[config.mk]
export PLATFORM = sky130hd
export DESIGN_NAME = pdg_top
export DESIGN_NICKNAME = d
export VERILOG_FILES = /design/src/rtl/pdg_pkg.sv /design/src/rtl/pdg_edge.sv /design/src/rtl/pdg_regs.sv /design/src/rtl/pdg_channel.sv /design/src/rtl/pdg_top.sv
export SDC_FILE = /design/constraint.sdc
export NUM_CORES = 1
export LEC_CHECK = 0
export ABC_AREA = 1
export BUFFER_PORTS_ARGS = -buffer_cell sky130_fd_sc_hd__buf_4
export CAP_MARGIN = 10
export CORE_ASPECT_RATIO = 0.8
export CORE_UTILIZATION = 69
export DETAILED_ROUTE_END_ITERATION = 6
export PLACE_DENSITY = 0.87
export SYNTH_ARGS = -nofsm -noshare
export SYNTH_HDL_FRONTEND = slang
export SYNTH_HIERARCHICAL = 1
export SYNTH_SLANG_ARGS = --single-unit
[constraint.sdc]
create_clock -name clk -period 4.7 [get_ports clk]
set_input_delay 0.94 -clock clk [delete_from_list [all_inputs] [get_ports clk]]
set_output_delay 0.94 -clock clk [all_outputs]
set_load 0.01 [all_outputs]
[src/rtl/pdg_pkg.sv]
package pdg_pkg;
    typedef enum logic [1:0] {
        CH_IDLE  = 2'd0,
        CH_DELAY = 2'd1,
        CH_PULSE = 2'd2
    } ch_state_e;

    localparam int FIELD_DELAY  = 0;
    localparam int FIELD_WIDTH  = 1;
    localparam int FIELD_ENABLE = 2;
endpackage

[src/rtl/pdg_edge.sv]
module pdg_edge (
    input  logic clk,
    input  logic rst_n,
    input  logic trig_i,
    output logic rise_o
);
    logic trig_d, trig_q;

    always_comb begin
        trig_d = trig_i;
    end

    always_ff @(posedge clk or negedge rst_n) begin
        if (!rst_n) trig_q <= 1'b0;
        else        trig_q <= trig_d;
    end

    assign rise_o = trig_i & ~trig_q;
endmodule

[src/rtl/pdg_regs.sv]
module pdg_regs #(
    parameter int NCH     = 4,
    parameter int DELAY_W = 38,
    parameter int WIDTH_W = 16,
    parameter int CH_W    = 2
) (
    input  logic                     clk,
    input  logic                     rst_n,
    input  logic                     wr_en_i,
    input  logic [CH_W-1:0]          wr_chan_i,
    input  logic [1:0]               wr_field_i,
    input  logic [DELAY_W-1:0]       wr_data_i,
    output logic [NCH*DELAY_W-1:0]   dly_o,
    output logic [NCH*WIDTH_W-1:0]   wid_o,
    output logic [NCH-1:0]           en_o
);
    import pdg_pkg::*;

    typedef struct packed {
        logic [NCH-1:0][DELAY_W-1:0] dly;
        logic [NCH-1:0][WIDTH_W-1:0] wid;
        logic [NCH-1:0]              en;
    } regs_t;

    regs_t r_d, r_q;

    always_comb begin
        r_d = r_q;
        if (wr_en_i && (int'(wr_chan_i) < NCH)) begin
            case (int'(wr_field_i))
                FIELD_DELAY:  r_d.dly[wr_chan_i] = wr_data_i;
                FIELD_WIDTH:  r_d.wid[wr_chan_i] = wr_data_i[WIDTH_W-1:0];
                FIELD_ENABLE: r_d.en[wr_chan_i]  = wr_data_i[0];
                default: ;
            endcase
        end
    end

    always_ff @(posedge clk or negedge rst_n) begin
        if (!rst_n) r_q <= '0;
        else        r_q <= r_d;
    end

    assign dly_o = r_q.dly;
    assign wid_o = r_q.wid;
    assign en_o  = r_q.en;
endmodule

[src/rtl/pdg_channel.sv]
module pdg_channel #(
    parameter int DELAY_W = 38,
    parameter int WIDTH_W = 16,
    parameter int FINE_W  = 3
) (
    input  logic               clk,
    input  logic               rst_n,
    input  logic               rise_i,
    input  logic               en_i,
    input  logic [DELAY_W-1:0] dly_i,
    input  logic [WIDTH_W-1:0] wid_i,
    output logic               pulse_o,
    output logic [FINE_W-1:0]  fine_o
);
    import pdg_pkg::*;

    localparam int CNT_W = DELAY_W - FINE_W;

    typedef struct packed {
        ch_state_e          st;
        logic [CNT_W-1:0]   cnt;
        logic [WIDTH_W-1:0] wcnt;
        logic [FINE_W-1:0]  fine_hold;
        logic [FINE_W-1:0]  fine;
        logic               out;
    } ch_t;

    ch_t s_d, s_q;

    always_comb begin
        s_d = s_q;
        case (s_q.st)
            CH_IDLE: begin
                if (rise_i && (wid_i != '0)) begin
                    s_d.st        = CH_DELAY;
                    s_d.cnt       = dly_i[DELAY_W-1:FINE_W];
                    s_d.wcnt      = wid_i;
                    s_d.fine_hold = dly_i[FINE_W-1:0];
                end
            end
            CH_DELAY: begin
                if (s_q.cnt == '0) begin
                    s_d.st   = CH_PULSE;
                    s_d.out  = 1'b1;
                    s_d.fine = s_q.fine_hold;
                end else begin
                    s_d.cnt = s_q.cnt - 1'b1;
                end
            end
            CH_PULSE: begin
                if (s_q.wcnt == WIDTH_W'(1)) begin
                    s_d.st  = CH_IDLE;
                    s_d.out = 1'b0;
                end else begin
                    s_d.wcnt = s_q.wcnt - 1'b1;
                end
            end
            default: begin
                s_d.st  = CH_IDLE;
                s_d.out = 1'b0;
            end
        endcase
        if (!en_i) begin
            s_d.st  = CH_IDLE;
            s_d.out = 1'b0;
        end
    end

    always_ff @(posedge clk or negedge rst_n) begin
        if (!rst_n) s_q <= '{st: CH_IDLE, default: '0};
        else        s_q <= s_d;
    end

    assign pulse_o = s_q.out;
    assign fine_o  = s_q.fine;
endmodule

[src/rtl/pdg_top.sv]
module pdg_top #(
    parameter int NCH     = 4,
    parameter int DELAY_W = 38,
    parameter int WIDTH_W = 16,
    parameter int FINE_W  = 3,
    localparam int CH_W   = (NCH > 1) ? $clog2(NCH) : 1
) (
    input  logic                    clk,
    input  logic                    rst_n,
    input  logic                    trig_i,
    input  logic                    wr_en_i,
    input  logic [CH_W-1:0]         wr_chan_i,
    input  logic [1:0]              wr_field_i,
    input  logic [DELAY_W-1:0]      wr_data_i,
    output logic [NCH-1:0]          pulse_o,
    output logic [NCH*FINE_W-1:0]   fine_o
);
    logic                   rise;
    logic [NCH*DELAY_W-1:0] dly_all;
    logic [NCH*WIDTH_W-1:0] wid_all;
    logic [NCH-1:0]         en_all;

    pdg_edge u_edge (
        .clk    (clk),
        .rst_n  (rst_n),
        .trig_i (trig_i),
        .rise_o (rise)
    );

    pdg_regs #(
        .NCH(NCH), .DELAY_W(DELAY_W), .WIDTH_W(WIDTH_W), .CH_W(CH_W)
    ) u_regs (
        .clk        (clk),
        .rst_n      (rst_n),
        .wr_en_i    (wr_en_i),
        .wr_chan_i  (wr_chan_i),
        .wr_field_i (wr_field_i),
        .wr_data_i  (wr_data_i),
        .dly_o      (dly_all),
        .wid_o      (wid_all),
        .en_o       (en_all)
    );

    for (genvar c = 0; c < NCH; c++) begin : g_ch
        pdg_channel #(
            .DELAY_W(DELAY_W), .WIDTH_W(WIDTH_W), .FINE_W(FINE_W)
        ) u_ch (
            .clk     (clk),
            .rst_n   (rst_n),
            .rise_i  (rise),
            .en_i    (en_all[c]),
            .dly_i   (dly_all[c*DELAY_W +: DELAY_W]),
            .wid_i   (wid_all[c*WIDTH_W +: WIDTH_W]),
            .pulse_o (pulse_o[c]),
            .fine_o  (fine_o[c*FINE_W +: FINE_W])
        );
    end
endmodule

==> results of run 1 <==
==> power breakdown <==
| part | internal, mW | total, mW | leakage (nW) | switching [mW] |
|---|---|---|---|---|
| sequential | 4.85 | 5.68 | 6.04 | 0.826 |
| clock | 2.41 | 4.06 | 0.773 | 1.65 |
| combinational | 2.28 | 7.54 | 8.56 | 5.26 |
==> area by class of cell <==
class | instances | area, um^2
clock buffer | 59 | 1260
clock inverter | 25 | 393
fill | 3045 | 9190
inverter | 314 | 1180
multi-input combinational | 3003 | 13500
sequential | 461 | 11500
tap | 528 | 661
timing repair buffer | 100 | 841
==> metal layers <==
metal / up-vias / global-route usage, % / share of wire, %
li1: 12610 / - / -
met1: 12430 / 55.4 / 41
met2: 1440 / 57.9 / 43
met3: 291 / 8.03 / 11
met4: 0 / 19.2 / 5.5
met5: - / 0 / 0
==> path summary, 6_finish.rpt <==
path,start,endpoint,slack [ns],cells past startpoint
min reg2reg,u_regs/dly_o[126],u_regs/dly_o[126],0.47,2
max,trig_i,g_ch[3].u_ch/s_q[18],1.40,11
max in group asynchronous,rst_n,u_regs/wid_o[48],3.11,2
min in group clk,u_regs/dly_o[126],u_regs/dly_o[126],0.47,2
max reg2reg,u_regs/wid_o[62],g_ch[3].u_ch/s_q[18],1.50,12
min,rst_n,g_ch[3].u_ch/s_q[26],0.45,1
==> layout by cell type (no fill, tap or decap), types with 4 or more instances in the layout <==
cell type,synthesis,final
nand3_1,356,356
o21ai_0,188,188
clkbuf_1,88,8
xor2_1,20,20
nor2_4,11,13
clkinvlp_4,0,10
nand3_2,7,7
ha_1,12,12
bufinv_16,0,9
o21ai_1,38,38
nand4_1,188,188
nand2_2,20,24
nor2_2,23,26
dfrtp_1,461,461
clkbuf_16,0,47
buf_12,0,5
o31ai_1,14,14
o21bai_1,50,50
inv_1,305,305
nor2_1,422,417
inv_2,8,8
nand2_1,1556,1552
nand3b_1,4,4
a21oi_1,22,22
buf_4,16,93
nor3_1,12,12
o21ai_2,54,54
clkbuf_8,0,4
==> registers in the layout (all words and copies together), names as in the netlist <==
signal / flops
u_regs/wid_o: 64
g_ch.u_ch/pulse_o: 4
g_ch.u_ch/s_q: 224
u_edge/trig_q: 1
g_ch.u_ch/fine_o: 12
u_regs/en_o: 4
u_regs/dly_o: 152
==> stage by stage <==
step / area (um^2) / cells / total power, mW
final: 29400 / 4490 / 17.3
after global routing: 29400 / 4490 / 18.5
after CTS: 29400 / 4489 / 17.1
after detailed placement: 27700 / 4405 / 13.0
after global placement: 27700 / 4405 / 12.8
after floorplan: 27300 / 3984 / 11.2
==> worst register-to-register path, delay by kind of cell (launching register included) <==
family,cells,cell delay (ns)
buffers and inverters,3,0.88
DFF,1,0.44
AOI/OAI and AO/OA,1,0.26
and+or+nand+nor,8,1.50
==> cell families after synthesis <==
| family | after synthesis |
|---|---|
| compound gates | 366 |
| flops | 461 |
| xor+xnor | 22 |
| buf+inv | 520 |
| simple gates | 2603 |
| fa+ha+maj | 12 |
==> flow_metrics.tcl, run 1 <==
set metrics [dict create \
    min_path_type "input pin to async pin" \
    worstPathRequired_ns 5.14 \
    syn2layout_area_growth_pct 7.69 \
    drt_iter0_markers 3673 \
    critPathBufInv 5 \
    design.core.area_mm2 0.0386 \
    syn_avg_cell_area_um2 6.86 \
    clk_latency_ns 0.57 \
    dp_slack_ns 1.04 \
    p_leak_nw 15.4 \
    yosysTopAreaCell "dfrtp_1" \
    critPathCaptureType "flop" \
    place.gp.congestion 1.02 \
    cts_htree_levels 2 \
    slew_violations 0 \
    fmax_ghz 0.303 \
    violations "DRC" \
    synth_top_area_share_pct 42.2 \
    overflow 0 \
    ctsLongestPathBuffers 3 \
    grt_pass1_wl_um 127000 \
    dieArea_mm2 0.0404 \
    initial_utilization_pct 70.8 \
    synthAdderAreaFrac_pct 0.550 \
    crit_family "simple AND/OR/NAND/NOR gates" \
    num_rows 64 \
    grt_pass1_vias 24474 \
    status "finished with violations" \
    min_period_over_period_pct 70.1 \
    synth.area.mux_share_pct 0 \
    port_buffers 61 \
    postSynthCellCount 3984 \
    ios 62 \
    tightest_slew_ns 1.26 \
    synth_edf_count 0 \
    fp.dieW_um 224 \
    ys_ff_latch 461 \
    die_height_um 180 \
    wirelength_um 78800 \
    synthMostInstantiatedCell "nand2_1" \
    cpMostUsedCell "nand2_1" \
    cts_tree "yes" \
    final_util_pct 76.2 \
    critPathKind "input pin to flop" \
    layout_setup_ws_ns 1.40 \
    wire_per_inst_um 17.6 \
    tns_ns 0 \
    yosysWarnings 6 \
    power.density_mw_per_mm2 587 \
    synth.distinct_cells 30 \
    slowest_delay_ns 0.75 \
    maxCapViolCount 0 \
    drt-pass1-iter-count 7 \
    crit_path_start_kind "input pin" \
    final_nets 3985 \
    netlist_top_cells_area "dfrtp_1, nand2_1, nand3_1" \
    cpMaxStageDelayCell "nand2_1" \
    slew_headroom_pct 16.1 \
    numClockSinks 461 \
    hold_ws_ns 0.451 \
    drc 3 \
    finalSetupViolations 0 \
    syn_nets 4042 \
    finalHoldViolCount 0 \
    synth-seq-area-share_pct 42.2 \
    path_cells "buf_4 > inv_1 > nor2_2 > nand2_1 > buf_4 > inv_2 > nand2_1 > nand2_1 > inv_1 > o21ai_0 > nand2_1" \
    rsz0062_at_grt "no" \
    grt_max_degree 156 \
    grt_usage_pct 39.3 \
    cts_buffers 47 \
    antenna_found_initial 1 \
    hpwl_um 52500 \
    synth_top_flop_cell "dfrtp_1" \
    antennaDiodeCount 0 \
    synth-simple-area-share_pct 40.2 \
    postCtsSetupRepairBufs 0 \
    ctsResizeCount 0 \
    fin_skew_ns 0.0130 \
    synth_xor_area_share_pct 0.706 \
    fin_crit_ns 3.30 \
    vias 26771 \
    crit_path_max_fanout 32 \
    synth_compound_area_share_pct 8.04 \
    holdBufCountCts 0 \
    drive_above_1_share_pct 7.82 \
    syn_area_mm2 0.0273 \
    synth_commonest_cells "nand2_1, dfrtp_1, nor2_1, nand3_1, inv_1" \
    viasPerCell 5.96 \
    synth_top_family_by_area "simple AND/OR/NAND/NOR gates" \
    peakVddDrop_uv 358 \
    path_clk_slew_ns 0.06 \
    ys_async_sr_fraction_pct 100 \
    cp.arrival_ns 3.74 \
    root_buffer "clkbuf_16" \
    detail-route-antenna-nets 0 \
]
Note: power is estimated with default switching activity, not from simulation.
==> run 2, diff against run 1 <==
- CORE_UTILIZATION: 69 -> 58
- PLACE_DENSITY: 0.87 -> 0.78
- clock period: 4.7 -> 2.8 ns (I/O delays scaled with it)
==> run 2 against run 1 <==
Critical path type is now flop to flop. Largest cell class unchanged. Cell count is 2.8% higher. Sequential share of layout area is 0.80 points lower. Flip-flop and latch count stayed put. Count of clock-buffer cells in the layout stayed put. Die area is 19% higher. Register-to-register slack worse by 1.0 ns. The run still ends with DRC left. Sequential power is 67% higher. Hold slack worse by 0.37 ns.
==> flow_metrics.tcl, run 2 (synthesized netlist as in run 1, its figures left out) <==
set metrics [dict create \
    fp.dieW_um 245 \
    cpMostUsedCell "nand2_1" \
    power.density_mw_per_mm2 977 \
    cts_tree "yes" \
    grt_usage_pct 33.3 \
    antenna_found_initial 2 \
    port_buffers 61 \
    overflow 0 \
    syn2layout_area_growth_pct 9.92 \
    root_buffer "clkbuf_16" \
    critPathCaptureType "flop" \
    worstPathRequired_ns 3.28 \
    status "finished with violations" \
    cpMaxStageDelayCell "nand2_1" \
    finalHoldViolCount 0 \
    fin_skew_ns 0.0259 \
    ctsLongestPathBuffers 3 \
    crit_path_start_kind "flop" \
    clk_latency_ns 0.61 \
    path_cells "inv_1 > ha_1 > nand2_2 > nor2_4 > nand2_4 > nor2_1 > nand3_1 > nand2_1 > nor2_1 > nand2_1 > nand2_1" \
    peakVddDrop_uv 581 \
    stdcell_count 4617 \
    detail-route-antenna-nets 0 \
    power.internal_mw 16.4 \
    p_leak_nw 15.7 \
    final_cell_mix "nand2_1, dfrtp_1, nor2_1" \
    finalSetupViolations 0 \
    p_seq_share_pct 32.4 \
    wirelength_um 79000 \
    grt_max_degree 69 \
    vias 26188 \
    postCtsSetupRepairBufs 0 \
    slew_violations 0 \
    path_clk_slew_ns 0.06 \
    drc 2 \
    drt_iter0_markers 2730 \
    dieArea_mm2 0.0480 \
    mostFrequentLayoutCell "nand2_1" \
    top_register "g_ch.u_ch/s_q" \
    min_path_type "input pin to flop" \
    tightest_slew_ns 0.726 \
    antennaDiodeCount 0 \
    num_rows 70 \
    fin_crit_ns 2.31 \
    tns_ns 0 \
    initial_utilization_pct 59.3 \
    largest_reg_flops 224 \
    place.gp.congestion 0.954 \
    dp.cells 4528 \
    slew_headroom_pct 51.6 \
    switching_share_pct 43.9 \
    wire_per_inst_um 17.1 \
    maxCapViolCount 0 \
    final_nets 4025 \
    cts_htree_levels 2 \
    viasPerCell 5.67 \
    violations "DRC" \
    grt_pass1_wl_um 128000 \
    min_period_over_period_pct 82.4 \
    grt_pass1_vias 24045 \
    ios 62 \
    cts_buffers 48 \
    crit_path_max_fanout 14 \
    power_frac_clock_pct 24.8 \
    fmax_ghz 0.433 \
    die_height_um 196 \
    drt-pass1-iter-count 7 \
    critPathKind "flop to flop" \
    drive_above_1_share_pct 8.89 \
    hpwl_um 54300 \
    slowest_delay_ns 0.47 \
    p_sw_mw 12.9 \
    p_comb_share_pct 42.7 \
    numClockSinks 461 \
    design.core.area_mm2 0.0461 \
    rsz0062_at_grt "no" \
    cp.arrival_ns 2.79 \
]
## run 2: through the flow
step | util (%) | power [mW] | cell area [um^2] | setup WS (ns) | hold slack (ns)
6_report | 65.2 | 29.3 | 30000 | 0.491 | 0.0799
5_1_grt | 65.2 | 31.6 | 30000 | 0.223 | 0.0710
4_1_cts | 65.2 | 29.2 | 30000 | 0.493 | 0.0596
3_5_place_dp | 61.3 | 21.8 | 28200 | 0.402 | 0.459
3_3_place_gp | 61.3 | 21.6 | 28200 | 0.484 | 0.454
2_1_floorplan | - | 18.8 | 27300 | 0.936 | 0.264
## run 2: worst paths after layout
kind	slack [ns]	to	cells past startpoint	start
max in group asynchronous	1.57	g_ch[3].u_ch/s_q[44]	3	rst_n
max	0.49	g_ch[1].u_ch/s_q[57]	11	g_ch[1].u_ch/s_q[23]
min	0.08	u_edge/trig_q	1	trig_i
min in group asynchronous	0.48	g_ch[3].u_ch/s_q[56]	2	rst_n
max reg2reg	0.49	g_ch[1].u_ch/s_q[57]	11	g_ch[1].u_ch/s_q[23]
min reg2reg	0.47	u_regs/dly_o[92]	2	u_regs/dly_o[92]
## run 2: cell type report
class | count | area (um^2)
Clock inverter | 29 | 459
Sequential cell | 461 | 11500
Tap cell | 612 | 766
Fill cell | 4188 | 16000
Inverter | 314 | 1180
Multi-Input combinational cell | 3003 | 13500
Timing Repair Buffer | 139 | 1220
Clock buffer | 59 | 1320
## run 2: power by group through the flow
stage | Sequential, mW | Combinational [mW] | Clock (mW)
after floorplan | 9.14 | 9.62 | 0
after global placement | 9.55 | 12.0 | 0
after detailed placement | 9.56 | 12.3 | 0
after CTS | 9.48 | 12.3 | 7.37
after global routing | 9.71 | 14.3 | 7.61
final | 9.51 | 12.5 | 7.28
## run 2: timing repair
action	in CTS	in global routing
hold endpoints to repair	39	0
hold buffers	1	0
resized for setup	0	0
## run 2: per-layer routing
layer / part of all wire [%] / vias to the layer above / track usage, %
met5: 0.014 / - / 0
met1: 45 / 12203 / 49.7
met2: 43 / 1105 / 48.8
met4: 3.1 / 2 / 11.5
met3: 9.5 / 147 / 5.72
li1: - / 12731 / -
## run 2: worst max-delay path, delay by kind of cell (launching register included)
family / cells / cell delay [ns]
simple gates: 9 / 1.33
flops: 1 / 0.41
fa+ha+maj: 1 / 0.25
buf+inv: 1 / 0.19
